**config.mk**
```make
export PLATFORM = sky130hd
export DESIGN_NAME = wmac_prep
export DESIGN_NICKNAME = d
export VERILOG_FILES = /design/src/rtl/wmac_prep.sv
export SDC_FILE = /design/constraint.sdc
export NUM_CORES = 1
export LEC_CHECK = 0
export ABC_CLOCK_PERIOD_IN_PS = 10700
export BUFFER_PORTS_ARGS = -buffer_cell sky130_fd_sc_hd__buf_2
export CAP_MARGIN = 15
export CELL_PAD_IN_SITES_DETAIL_PLACEMENT = 1
export CELL_PAD_IN_SITES_GLOBAL_PLACEMENT = 2
export CORE_MARGIN = 1
export CORE_UTILIZATION = 25
export DETAILED_ROUTE_END_ITERATION = 8
export PLACE_DENSITY_LB_ADDON = 0.1
export SLEW_MARGIN = 15
export SYNTH_ARGS = -nofsm -noshare
export SYNTH_HDL_FRONTEND = slang
export SYNTH_SLANG_ARGS = --single-unit
```
**constraint.sdc**
```tcl
create_clock -name clk -period 10.7 [get_ports clk]
set_input_delay 1.605 -clock clk [delete_from_list [all_inputs] [get_ports clk]]
set_output_delay 1.605 -clock clk [all_outputs]
set_load 0.005 [all_outputs]
```
**src/rtl/wmac_prep.sv**
```systemverilog
module wmac_prep #(
  parameter int LANES = 4
) (
  input  logic                clk,
  input  logic                rst_n,
  input  logic                in_valid,
  input  logic [127:0]        src_a,
  input  logic [127:0]        src_b,
  input  logic                wide,
  input  logic                upper,
  input  logic                sub,
  input  logic                indexed,
  input  logic [2:0]          idx,
  input  logic                ftz,
  output logic                out_valid,
  output logic [LANES-1:0]    lane_mask,
  output logic [32*LANES-1:0] mul_a,
  output logic [32*LANES-1:0] mul_b
);
  localparam int GW = 16 * LANES;

  function automatic logic [31:0] h2s(input logic [15:0] h, input logic fz);
    logic [4:0] e;
    logic [9:0] f;
    logic [9:0] fo;
    logic [7:0] eo;
    int         sh;
    e = h[14:10];
    f = h[9:0];
    fo = f;
    sh = 0;
    if (e == 5'h1f) begin
      eo = 8'hff;
    end else if (e == 5'h00) begin
      eo = 8'h00;
      if (f != 10'd0) begin
        if (fz) begin
          fo = 10'd0;
        end else begin
          for (int k = 0; k < 10; k++)
            if (f[k]) sh = 10 - k;
          fo = f << sh;
          eo = 8'(113 - sh);
        end
      end
    end else begin
      eo = 8'({3'b000, e} + 8'd112);
    end
    return {h[15], eo, fo, 13'd0};
  endfunction

  logic [GW-1:0]          grp_a, grp_b;
  logic [LANES-1:0]       act;
  logic [15:0]            b_pick;
  logic [32*LANES-1:0]    nxt_a, nxt_b;

  assign act    = wide ? '1 : LANES'(2'b11);
  assign grp_a  = wide ? (upper ? src_a[127:64] : src_a[63:0])
                       : {32'd0, upper ? src_a[63:32] : src_a[31:0]};
  assign grp_b  = wide ? (upper ? src_b[127:64] : src_b[63:0])
                       : {32'd0, upper ? src_b[63:32] : src_b[31:0]};
  assign b_pick = src_b[{idx, 4'b0000} +: 16];

  always_comb begin
    for (int i = 0; i < LANES; i++) begin
      nxt_a[32*i +: 32] = act[i] ? h2s(grp_a[16*i +: 16] ^ {sub, 15'd0}, ftz) : 32'd0;
      nxt_b[32*i +: 32] = act[i] ? h2s(indexed ? b_pick : grp_b[16*i +: 16], ftz) : 32'd0;
    end
  end

  always_ff @(posedge clk) begin
    if (!rst_n) begin
      out_valid <= 1'b0;
      lane_mask <= '0;
      mul_a     <= '0;
      mul_b     <= '0;
    end else begin
      out_valid <= in_valid;
      if (in_valid) begin
        lane_mask <= act;
        mul_a     <= nxt_a;
        mul_b     <= nxt_b;
      end
    end
  end
endmodule

```
==> summary.md <==
| Metric | Value |
|---|---|
| Max Freq | `169 MHz` |
| Die width | `248 um` |
| Post_cts resized | `0` |
| DP Wirelength | `65000 um` |
| Total track usage | `0.258` |
| Worst rel slew slack | `0.164` |
| Vias in the first global route | `16823` |
| H-tree levels | `4` |
| Synth top area share | `0.195` |
| Largest net degree at the start of global routing | `131` |
| Synth cell count leaders | `nor2_1 (214), a21oi_1 (194), mux2i_1 (178)` |
| Antenna-violating nets left | `0` |
| Design area | `0.0179 mm2` |
| Gate Count Post-Synth | `2017` |
| Final-report setup violation count | `0` |
| Syn Std Cell Area | `0.0151 mm2` |
| Crit. End Element | `flip-flop` |
| HP Class | `flip-flop to flip-flop` |
| Drt wl/cell | `26.2 um` |
| Async set-reset flop share out of synthesis | `0` |
| Sequential area share after synthesis | `0.195` |
| Port bufs | `423` |
| Crit path buf inv count | `3` |
| Dpl cell area | `0.0172 mm2` |
| CP Max Fanout | `130` |
| Crit path max-delay family | `buffers and inverters` |
| Most common cell in the netlist | `nor2_1` |
| Setup TNS | `0 ps` |
| Hold_buf cts | `0` |
| Global route overflow | `0` |
| Cells after DPL | `3090` |
| P per Cell Area | `119 mW/mm2` |
| WS Path Type | `input pin to flip-flop` |
| Initial antenna violation count | `17` |
| VDD IR-drop max | `0.125 mV` |
| Final Util | `0.301` |
| Crit-path cells | `clkbuf_8 > buf_4 > nor2_1 > a21oi_1 > a211oi_1 > o31ai_1 > nor2b_1 > inv_1 > ha_1 > a21oi_1 > a21oi_1` |
| Initial cell density of the core | `0.255` |
| Final Hold Fails | `0` |
| Number of enable flip-flop cells after synthesis | `0` |
| CTS max path bufs | `2` |
| Post-route DRC violation count | `0` |
| Share of cells above drive strength 1 | `0.254` |
| Num rows | `89` |
| RSZ-0062 raised after global routing | `false` |
| Starting DRT DRC Count | `1240` |
| First-pass iteration count of the detailed router | `5` |
| Net count, final | `2612` |
| Synth warnings | `0` |
| Fin crit period | `5910 ps` |
| Most frequent CP cell | `a21oi_1` |
| Root Buffer | `clkbuf_16` |
| Yosys top cell by area | `dfxtp_1` |
| Non-Filler Instances | `3128` |
| Die Ht | `248 um` |
| Fin crit share | `0.553` |
| Critical path required time | `11040 ps` |
| Clock sink total | `147` |
| TritonCTS Buffers | `17` |
| Vias post-DR | `17298` |
| Vias per inst | `5.53` |
| Clock-pin slew on the worst setup and hold paths | `60 ps` |
| Synth unique cells | `99` |
| R2R setup slack | `9400 ps` |
| Layout area overhead | `18.2%` |
| Number of synthesized register bits | `147` |
| CTS tree | `done` |
| Die area | `0.0614 mm2` |
| Final Slew Violations | `0` |
| Post-Synthesis Mean Instance Area | `7.49 um2` |
| Ys flop type | `dfxtp_1` |
| Worst-Skew Late Latency | `480 ps` |
| Core area | `0.0594 mm2` |
| Worst path slowest cell | `buf_4` |
| Ranking of synthesized cells by area | `dfxtp_1 (19%), mux2i_1 (12%), buf_4 (6.7%)` |
| Status | `finished clean` |
| Final wirelength | `81900 um` |
| GPL Wtd Cong | `0.951` |
| # IOs | `528` |
| First-pass GRT wire length | `117000 um` |
| Crit path launch type | `input pin` |
| Max Cap Violations | `0` |
| Final Skew | `0 ps` |
| Slowest stage delay, CP | `770 ps` |
| Arr. time, crit path | `6250 ps` |
| Slew @ Worst Pin | `1240 ps` |
| Leakage | `7.79 nW` |
| Total setup buffers inserted after CTS | `0` |
[report_power, final]
part           total, W  switching [W]  internal (W)
Combinational  0.000875       0.000570      0.000304
Clock          0.000634       0.000281      0.000353
Sequential     0.000611      0.0000267      0.000584
Total           0.00212       0.000878       0.00124
[cells in the final DEF (no fill, tap or decap), types with 17 or more instances in the layout]
cell	netlist	layout
buf_2	33	420
nor2_1	214	213
a21oi_1	194	193
mux2i_1	178	178
dfxtp_1	147	147
nand2_1	145	145
o21ai_0	141	141
conb_1	1	104
nand3_1	46	46
mux2_2	43	43
a211oi_1	43	43
nor3_1	43	43
a31oi_1	34	34
nor2b_1	29	29
o22ai_1	29	29
buf_4	134	28
and2_1	26	26
a22oi_1	26	26
inv_1	25	24
nand2b_1	23	23
o211ai_1	21	21
a21o_1	19	19
nor4_1	17	17
clkbuf_16	0	17
[metrics by stage]
| stage | power, W | hold WS (ps) | worst slack, ps |
|---|---|---|---|
| after floorplan | 0.00118 | 449 | 6220 |
| after global placement | 0.00148 | 446 | 4590 |
| after detailed placement | 0.00148 | 456 | 4390 |
| after CTS | 0.00213 | 469 | 4910 |
| after global routing | 0.00223 | 488 | 4490 |
| final | 0.00212 | 463 | 4790 |
[area by class of cell]
| type | instances | area, um2 |
|---|---|---|
| antenna | 5 | 12.5 |
| clock buffer | 23 | 498 |
| clock inverter | 9 | 95.1 |
| fill | 7324 | 41500 |
| inverter | 30 | 115 |
| multi-input combinational | 1692 | 10900 |
| sequential | 147 | 2940 |
| tap | 773 | 967 |
| timing repair buffer | 449 | 2330 |
[final timing paths]
check,start,end,depth (start not counted)
worst max-delay path,upper,mul_a[57],11
worst min-delay path,mul_a[80],mul_a[80],2
worst max register to register,mul_b[53],mul_b[53],3
worst min register to register,mul_a[80],mul_a[80],2
[per-layer routing]
metal  GRT usage  up-vias  share of wire
li1            -     8018              -
met1       0.378     8608           0.49
met2       0.393      595           0.44
met3      0.0344       69          0.050
met4      0.0594        8          0.016
met5           0        -        0.00068
[tightest hold or removal path: stages (launching register included)]
cell and delay, ps:
dfxtp_1 330, nand2_1 50, o21ai_0 60
[kinds of logic after synthesis]
family          after synthesis  synth area share
flops                       147             0.195
fa+ha+maj                     8           0.00662
other cells                   1          0.000248
simple gates                618             0.193
xor+xnor                     10           0.00580
compound gates              714             0.315
buf+inv                     281             0.110
mux                         238             0.175
[registers in the layout, indices dropped and copies added (netlist names)]
name	count
mul_b	72
out_valid	1
mul_a	72
lane_mask	2
Note: power is estimated with default switching activity, not from simulation.
